File: src/rtl/epp_gate_pkg.sv
`timescale 1ns/1ps
package epp_gate_pkg;

    localparam int DATA_W  = 32;
    localparam int BYTE_W  = 8;
    localparam int NBYTES  = DATA_W / BYTE_W;
    localparam int IDX_W   = $clog2(NBYTES);

    localparam logic [2:0] OFS_STS  = 3'd1;
    localparam logic [2:0] OFS_CTL  = 3'd2;
    localparam logic [2:0] OFS_EADR = 3'd3;
    localparam logic [2:0] OFS_EDAT = 3'd4;

    localparam int         CB_DIR         = 5;
    localparam logic [7:0] CTL_GATE_MASK  = 8'h2F;
    localparam logic [7:0] CTL_WR_PATTERN = 8'h04;
    localparam logic [7:0] CTL_RD_PATTERN = 8'h24;
    localparam logic [7:0] CTL_RESET      = 8'h0C;

    typedef enum logic {ENG_IDLE, ENG_XFER} eng_state_e;

    typedef struct packed {
        logic              wr;
        logic              addr_cyc;
        logic [IDX_W-1:0]  last;
        logic [DATA_W-1:0] wdata;
    } xfer_cmd_t;

    function automatic logic gate_ok(input logic [7:0] ctl, input logic wr);
        return (ctl & CTL_GATE_MASK) == (wr ? CTL_WR_PATTERN : CTL_RD_PATTERN);
    endfunction

    function automatic logic [IDX_W-1:0] byte_last(input logic is_addr, input logic [1:0] sz);
        if (is_addr) return '0;
        case (sz)
            2'd0:    return IDX_W'(0);
            2'd1:    return IDX_W'(1);
            default: return IDX_W'(NBYTES - 1);
        endcase
    endfunction

endpackage

File: src/rtl/epp_ctl_regs.sv
`timescale 1ns/1ps
module epp_ctl_regs
    import epp_gate_pkg::*;
(
    input  logic       clk,
    input  logic       rst,
    input  logic       ctl_we,
    input  logic       sts_we,
    input  logic [7:0] wdata,
    input  logic       fail_set,
    output logic [7:0] ctl,
    output logic       tmo,
    output logic       ctl_upd,
    output logic       dir_upd
);

    always_ff @(posedge clk) begin
        if (rst) begin
            ctl     <= CTL_RESET;
            tmo     <= 1'b0;
            ctl_upd <= 1'b0;
            dir_upd <= 1'b0;
        end else begin
            ctl_upd <= 1'b0;
            dir_upd <= 1'b0;
            if (ctl_we && (wdata != ctl)) begin
                ctl     <= wdata;
                ctl_upd <= 1'b1;
                dir_upd <= wdata[CB_DIR] != ctl[CB_DIR];
            end
            if (fail_set)
                tmo <= 1'b1;
            else if (sts_we && wdata[0])
                tmo <= 1'b0;
        end
    end

    // a change pulse only follows a real change of the stored value
    assert_upd_real_change_R8: assert property (@(posedge clk) disable iff (rst)
        ctl_upd |-> (ctl != $past(ctl)));

    // direction pulse only when bit 5 flipped
    assert_dir_flip_R9: assert property (@(posedge clk) disable iff (rst)
        dir_upd |-> (ctl[CB_DIR] != $past(ctl[CB_DIR])));

    // the flag only rises after a failure report
    assert_tmo_rise_cause_R6: assert property (@(posedge clk) disable iff (rst)
        $rose(tmo) |-> $past(fail_set));

endmodule

File: src/rtl/epp_xfer_engine.sv
`timescale 1ns/1ps
module epp_xfer_engine
    import epp_gate_pkg::*;
#(
    parameter int TMO_W = 16
) (
    input  logic              clk,
    input  logic              rst,
    input  logic              start,
    input  xfer_cmd_t         cmd,
    input  logic [TMO_W-1:0]  cfg_timeout,
    input  logic              pr_ack,
    input  logic              pr_err,
    input  logic [BYTE_W-1:0] pr_rdata,
    output logic              busy,
    output logic              pr_req,
    output logic              pr_wr,
    output logic              pr_addr_cyc,
    output logic [BYTE_W-1:0] pr_wdata,
    output logic              fin,
    output logic              fin_fail,
    output logic [DATA_W-1:0] fin_rdata
);

    eng_state_e        st;
    xfer_cmd_t         cmd_q;
    logic [IDX_W-1:0]  idx;
    logic [TMO_W-1:0]  wait_cnt;
    logic [TMO_W-1:0]  limit_q;
    logic [DATA_W-1:0] rbuf;
    logic              good_ack;
    logic              last_byte;
    logic              expired;

    assign busy        = (st == ENG_XFER);
    assign pr_req      = busy;
    assign pr_wr       = cmd_q.wr;
    assign pr_addr_cyc = cmd_q.addr_cyc;
    assign pr_wdata    = cmd_q.wdata[idx*BYTE_W +: BYTE_W];

    assign good_ack  = busy && pr_ack && !pr_err;
    assign last_byte = (idx == cmd_q.last);
    assign expired   = busy && !pr_ack && (wait_cnt >= limit_q);
    assign fin_fail  = (busy && pr_ack && pr_err) || expired;
    assign fin       = fin_fail || (good_ack && last_byte);

    always_comb begin
        fin_rdata = rbuf;
        if (good_ack && !cmd_q.wr)
            fin_rdata[idx*BYTE_W +: BYTE_W] = pr_rdata;
    end

    always_ff @(posedge clk) begin
        if (rst) begin
            st       <= ENG_IDLE;
            cmd_q    <= '0;
            idx      <= '0;
            wait_cnt <= '0;
            limit_q  <= '0;
            rbuf     <= '1;
        end else begin
            case (st)
                ENG_IDLE: begin
                    if (start) begin
                        st       <= ENG_XFER;
                        cmd_q    <= cmd;
                        idx      <= '0;
                        wait_cnt <= '0;
                        limit_q  <= cfg_timeout;
                        rbuf     <= '1;
                    end
                end
                default: begin
                    if (fin) begin
                        st <= ENG_IDLE;
                    end else if (good_ack) begin
                        rbuf     <= fin_rdata;
                        idx      <= idx + 1'b1;
                        wait_cnt <= '0;
                    end else begin
                        wait_cnt <= wait_cnt + 1'b1;
                    end
                end
            endcase
        end
    end

    // the byte on offer stays put until it is acknowledged
    assert_byte_held_R6: assert property (@(posedge clk) disable iff (rst)
        ($past(pr_req) && !$past(pr_ack) && pr_req) |-> $stable(pr_wdata));

    // the wait counter never passes the latched limit
    assert_wait_bounded_R6: assert property (@(posedge clk) disable iff (rst)
        busy |-> (wait_cnt <= limit_q));

endmodule

File: src/rtl/epp_cycle_gate.sv
`timescale 1ns/1ps
module epp_cycle_gate
    import epp_gate_pkg::*;
#(
    parameter int TMO_W = 16
) (
    input  logic              clk,
    input  logic              rst,
    input  logic [TMO_W-1:0]  cfg_timeout,
    input  logic              cpu_req,
    input  logic              cpu_wr,
    input  logic [2:0]        cpu_addr,
    input  logic [1:0]        cpu_size,
    input  logic [31:0]       cpu_wdata,
    output logic              cpu_ready,
    output logic              cpu_done,
    output logic [31:0]       cpu_rdata,
    input  logic [7:1]        line_sts,
    output logic [7:0]        ctl_val,
    output logic              dir_val,
    output logic              ctl_upd,
    output logic              dir_upd,
    output logic              pr_req,
    output logic              pr_wr,
    output logic              pr_addr_cyc,
    output logic [7:0]        pr_wdata,
    input  logic              pr_ack,
    input  logic              pr_err,
    input  logic [7:0]        pr_rdata
);

    logic              acc;
    logic              is_epp;
    logic              start;
    logic              ctl_we;
    logic              sts_we;
    logic [7:0]        ctl_q;
    logic              tmo_q;
    logic              eng_busy;
    logic              eng_fin;
    logic              eng_fail;
    logic [DATA_W-1:0] eng_rdata;
    logic [DATA_W-1:0] reg_rdata;
    xfer_cmd_t         cmd;
    logic              done_q;
    logic [DATA_W-1:0] rdata_q;

    assign cpu_ready = !eng_busy;
    assign acc       = cpu_req && cpu_ready;
    assign is_epp    = (cpu_addr == OFS_EADR) || (cpu_addr == OFS_EDAT);
    assign start     = acc && is_epp && gate_ok(ctl_q, cpu_wr);
    assign ctl_we    = acc && cpu_wr && (cpu_addr == OFS_CTL);
    assign sts_we    = acc && cpu_wr && (cpu_addr == OFS_STS);

    always_comb begin
        cmd.wr       = cpu_wr;
        cmd.addr_cyc = (cpu_addr == OFS_EADR);
        cmd.last     = byte_last(cpu_addr == OFS_EADR, cpu_size);
        cmd.wdata    = cpu_wdata;
    end

    epp_ctl_regs u_regs (
        .clk      (clk),
        .rst      (rst),
        .ctl_we   (ctl_we),
        .sts_we   (sts_we),
        .wdata    (cpu_wdata[7:0]),
        .fail_set (eng_fail),
        .ctl      (ctl_q),
        .tmo      (tmo_q),
        .ctl_upd  (ctl_upd),
        .dir_upd  (dir_upd)
    );

    epp_xfer_engine #(.TMO_W(TMO_W)) u_eng (
        .clk         (clk),
        .rst         (rst),
        .start       (start),
        .cmd         (cmd),
        .cfg_timeout (cfg_timeout),
        .pr_ack      (pr_ack),
        .pr_err      (pr_err),
        .pr_rdata    (pr_rdata),
        .busy        (eng_busy),
        .pr_req      (pr_req),
        .pr_wr       (pr_wr),
        .pr_addr_cyc (pr_addr_cyc),
        .pr_wdata    (pr_wdata),
        .fin         (eng_fin),
        .fin_fail    (eng_fail),
        .fin_rdata   (eng_rdata)
    );

    always_comb begin
        reg_rdata = '1;
        if (!cpu_wr) begin
            case (cpu_addr)
                OFS_STS: reg_rdata = {{(DATA_W-8){1'b0}}, line_sts, tmo_q};
                OFS_CTL: reg_rdata = {{(DATA_W-8){1'b0}}, ctl_q};
                default: reg_rdata = '1;
            endcase
        end
    end

    always_ff @(posedge clk) begin
        if (rst) begin
            done_q  <= 1'b0;
            rdata_q <= '1;
        end else begin
            done_q <= eng_fin || (acc && !start);
            if (eng_fin)
                rdata_q <= eng_rdata;
            else if (acc && !start)
                rdata_q <= reg_rdata;
        end
    end

    assign cpu_done  = done_q;
    assign cpu_rdata = rdata_q;
    assign ctl_val   = ctl_q & ~(8'd1 << CB_DIR);
    assign dir_val   = ctl_q[CB_DIR];

    // every write transfer begins under the write pattern
    assert_write_gate_R2: assert property (@(posedge clk) disable iff (rst)
        ($rose(pr_req) && pr_wr) |-> ((ctl_q & CTL_GATE_MASK) == CTL_WR_PATTERN));

    // every read transfer begins under the read pattern
    assert_read_gate_R3: assert property (@(posedge clk) disable iff (rst)
        ($rose(pr_req) && !pr_wr) |-> ((ctl_q & CTL_GATE_MASK) == CTL_RD_PATTERN));

    // an address cycle ends after its single acknowledged byte
    assert_addr_one_byte_R4: assert property (@(posedge clk) disable iff (rst)
        (pr_req && pr_ack && pr_addr_cyc) |=> !pr_req);

    // a failure leaves the sticky flag set
    assert_fail_sets_flag_R6: assert property (@(posedge clk) disable iff (rst)
        eng_fail |=> tmo_q);

    // control cannot move while a transfer runs
    assert_ctl_frozen_R10: assert property (@(posedge clk) disable iff (rst)
        (pr_req && $past(pr_req)) |-> $stable(ctl_q));

endmodule

File: config.mk
export PLATFORM = sky130hd
export DESIGN_NAME = epp_cycle_gate
export DESIGN_NICKNAME = d
export VERILOG_FILES = /design/src/rtl/epp_gate_pkg.sv /design/src/rtl/epp_ctl_regs.sv /design/src/rtl/epp_xfer_engine.sv /design/src/rtl/epp_cycle_gate.sv
export SDC_FILE = /design/constraint.sdc
export NUM_CORES = 1
export LEC_CHECK = 0
export BUFFER_PORTS_ARGS = -buffer_cell sky130_fd_sc_hd__buf_2
export CAP_MARGIN = 10
export CORE_UTILIZATION = 51
export CTS_CLUSTER_SIZE = 8
export DETAILED_ROUTE_END_ITERATION = 10
export GPL_TIMING_DRIVEN = 0
export PLACE_DENSITY = 0.84
export SYNTH_ARGS = -nofsm -noshare
export SYNTH_HDL_FRONTEND = slang
export SYNTH_HIERARCHICAL = 1
export SYNTH_SLANG_ARGS = --single-unit
File: constraint.sdc
create_clock -name clk -period 2.5 [get_ports clk]
set_input_delay 0.375 -clock clk [delete_from_list [all_inputs] [get_ports clk]]
set_output_delay 0.375 -clock clk [all_outputs]
set_load 0.05 [all_outputs]
==> results.yml <==
run_status:
  outcome: "finished, violations left"
  violations: "setup timing"
die:
  pin_count: 130
  dieArea_um2: 15360
  fp.coreArea_um2: 14530
  rows: 44
  initial_core_util_pct: 52.16
  die_h_um: 123.9
  fp.dieW_um: 123.9
layout:
  antenna_cells: 0
  postLayoutCoreUtil_pct: 66.28
  final_layout_size_suffix_gt1_share_pct: 30.05
  fillers: 1123
  area_growth_pct: 27.07
  fin_cells: 1279
  final_nets: 1178
worst_setup_path:
  crit_path_start_kind: "flop"
  arrival_ns: 3.02
  cp-startpoint: "u_eng/limit_q[1]"
  required_ns: 2.84
  critical_path.max_fanout: 6
  r2r-start: "u_eng/limit_q[1]"
  worstSetupEndpointType: "flop"
  crit_type: "flop to flop"
global_route:
  grt-ovfl-total: 0
  grt_pass1_vias: 6648
  grt_pass1_wl_mm: 33.31
  grtUsageTotal_pct: 28.38
  antenna_found_initial: 0
  grt_max_degree: 17
pwr:
  netSwitchingFraction_pct: 25.60
  netSwitchingPower_mw: 1.378
  combPwrFrac_pct: 7.5
  clkPwrFrac_pct: 48.4
  totalPowerFinal_mw: 5.382
  power_leakage_nw: 3.806
  powerDensity_nw_per_um2: 558.7
  vdd_drop_max_mv: 0.5289
  seqPwrFrac_pct: 44.0
  p_int_mw: 4.004
detailed_routing:
  post_drt_wl_per_cell_um: 17.61
  drc: 0
  firstDrtPassIters: 6
  drt_iter0_drc: 732
  num_vias: 7476
  drtAntennaViolNets: 0
  routed_wl_mm: 22.52
  via_per_inst: 5.845
job:
  cap_violations: 0
hold_path:
  hold_start: "cfg_timeout[14]"
  hp-class: "input pin to flop"
synthesis:
  synthCells: 921
  yosys.area.top_type: "dfxtp_1"
  ys.flop_type: "dfxtp_1"
  async_flop_share_pct: 0
  synth-edff-count: 0
  synth_top_area_share_pct: 38.82
  netlist-cell-type-count: 60
  yosys_warnings: 6
  ys_ff_latch: 147
  avgSynthCellArea_um2: 8.231
  ys_seq_area_share_pct: 38.82
  synth.area.top_cells: "dfxtp_1, nand2_1, mux2i_1"
  synth_nets: 1017
  netlist_area_um2: 7581
cts:
  h-tree-depth: 4
  cts_tree: "done"
  clk_latency_ns: 0.44
  clock-sinks: 147
  clk_pin_slew_worst_paths_ns: 0.07
  cts_hold_buf: 0
  root_buffer: "clkbuf_16"
  cts_made_buffers: 17
  cts_max_path_buffers: 2
sta:
  setup_violations: 12
  finalHoldViolations: 0
  slew_headroom_pct: 48.63
  period_needed_ns: 2.680
  period_share_pct: 107.2
  rsz0062_at_grt: "yes"
  max_slew.worst_pin.slew_ns: 0.7705
  slew_viol_final: 0
  max_freq_mhz: 373.1
  finClkSkew_ns: 0.009682
  setup_slack_ns: -0.1804
place:
  place_congestion: 0.9172
  placedCellCount: 1232
  io_buffers: 127
  dpl.hpwl_mm: 14.86
==> flip-flops by register name, summed over array words and instances, names as in the netlist, 2 cells and up <==
name            count
cpu_rdata          32
u_eng/cmd_q        34
u_eng/idx           2
u_eng/limit_q      16
u_eng/rbuf         32
u_eng/wait_cnt     16
u_regs/ctl          8
==> power by group through the flow <==
stage          Sequential (mW)  Combinational, mW  Clock [mW]
5_1_grt                   2.37              0.429        2.72
2_1_floorplan             2.48              0.151           0
4_1_cts                   2.37              0.372        2.61
3_3_place_gp              2.42              0.347           0
6_report                  2.37              0.406        2.61
3_5_place_dp              2.42              0.352           0
==> path summary, 6_finish.rpt <==
| path | cells after the start | endpoint | slack [ns] |
|---|---|---|---|
| max | 13 | cpu_rdata[18] | -0.18 |
| min | 3 | u_eng/limit_q[14] | 0.18 |
| max reg2reg | 13 | cpu_rdata[18] | -0.18 |
| min reg2reg | 2 | u_eng/cmd_q[20] | 0.45 |
==> cell usage after synthesis (all sizes together) (3+ instances only) <==
master and number:
nand2 189, dfxtp 147, a21oi 66, nor2 56
clkbuf 48, mux2i 41, nand3 39, nor3 38
or2 35, a31oi 34, a211oi 25, ha 22
buf 20, inv 19, nor3b 18, nand2b 16
nor2b 11, and3 10, xnor2 10, a221o 9
mux4 8, and2 7, a22o 6, o21ai 6
and3b 4, nand4 4, xor2 4, a2111oi 3
a211o 3, and4 3, nor4 3, o21a 3
==> layout by cell type, fill, tap and decap left out, types with 4 or more instances in the layout <==
cell type  count
a211oi_1       5
nor2_1        56
nor3b_2        5
mux2i_1       41
inv_2          4
xor2_1         4
nand2_1      187
a21oi_1       64
nor3b_1       13
a211oi_2      17
buf_8          5
and2_1         7
nor2b_1        9
buf_6          8
buf_2        132
dfxtp_2       13
nand3_1       38
or2_1          5
clkbuf_1      34
nand2b_1      16
inv_6          7
a31oi_1       33
mux4_2         8
a221o_2        7
inv_1         15
xnor2_1       10
nor3_1        35
or2_2         30
buf_4         18
o21ai_0        4
clkbuf_16     19
ha_1          15
dfxtp_1      132
clkbuf_2       7
ha_4           7
and3_1        10
==> layer usage <==
metal / track usage, % / vias up / share of wire, %
li1: - / 3529 / -
met5: 0 / - / 0
met2: 46.49 / 407 / 47
met4: 13.10 / 0 / 3.7
met1: 35.14 / 3462 / 41
met3: 6.868 / 78 / 8.4
==> area by class of cell <==
type | count | area, um^2 | area share, %
Clock inverter | 15 | 170.2 | 1.766
Multi-Input combinational cell | 687 | 4544 | 47.17
Inverter | 19 | 71.32 | 0.7404
Buffer | 67 | 444.2 | 4.611
Tap cell | 184 | 230.2 | 2.390
Sequential cell | 147 | 2967 | 30.80
Clock buffer | 17 | 425.4 | 4.416
Timing Repair Buffer | 143 | 780.7 | 8.105
==> metrics by stage <==
| stage | hold WS [ns] | TNS [ns] | area, um^2 | setup WS [ns] |
|---|---|---|---|---|
| 4_1_cts | 0.1740 | 0 | 9293 | 0.0003257 |
| 3_5_place_dp | 0.4455 | -29.76 | 8447 | -0.5071 |
| 5_1_grt | 0.1770 | -3.019 | 9633 | -0.2641 |
| 6_report | 0.1780 | -0.7567 | 9633 | -0.1804 |
| 3_3_place_gp | 0.4395 | -24.95 | 8447 | -0.4558 |
| 2_1_floorplan | 0.4331 | 0 | 7581 | 0.001383 |
==> timing repair <==
item | in CTS | in global routing
pin swaps | 5 | 15
endpoints found under the setup margin | 94 | 130
buffers inserted | 3 | 10
gates resized for setup | 59 | 58
cloned | 0 | 3
==> critical path: stages, from the launching register on <==
cell      delay [ns]
dfxtp_2         0.35
inv_2           0.05
ha_4            0.21
nor2b_4         0.12
o211a_4         0.22
o311ai_4        0.30
nand3_2         0.12
o211a_1         0.18
buf_6           0.15
a21oi_4         0.26
buf_4           0.19
buf_8           0.12
a211oi_2        0.04
mux2i_1         0.27
==> logic make-up after synthesis <==
| family | Yosys count | synth area share, % |
|---|---|---|
| flops | 147 | 38.82 |
| fa+ha+maj | 22 | 3.631 |
| other cells | 1 | 0.04947 |
| compound gates | 161 | 14.34 |
| simple gates | 439 | 28.12 |
| xor+xnor | 14 | 1.617 |
| mux | 50 | 7.939 |
| buf+inv | 87 | 5.479 |
(Power assumes the default switching activity.)
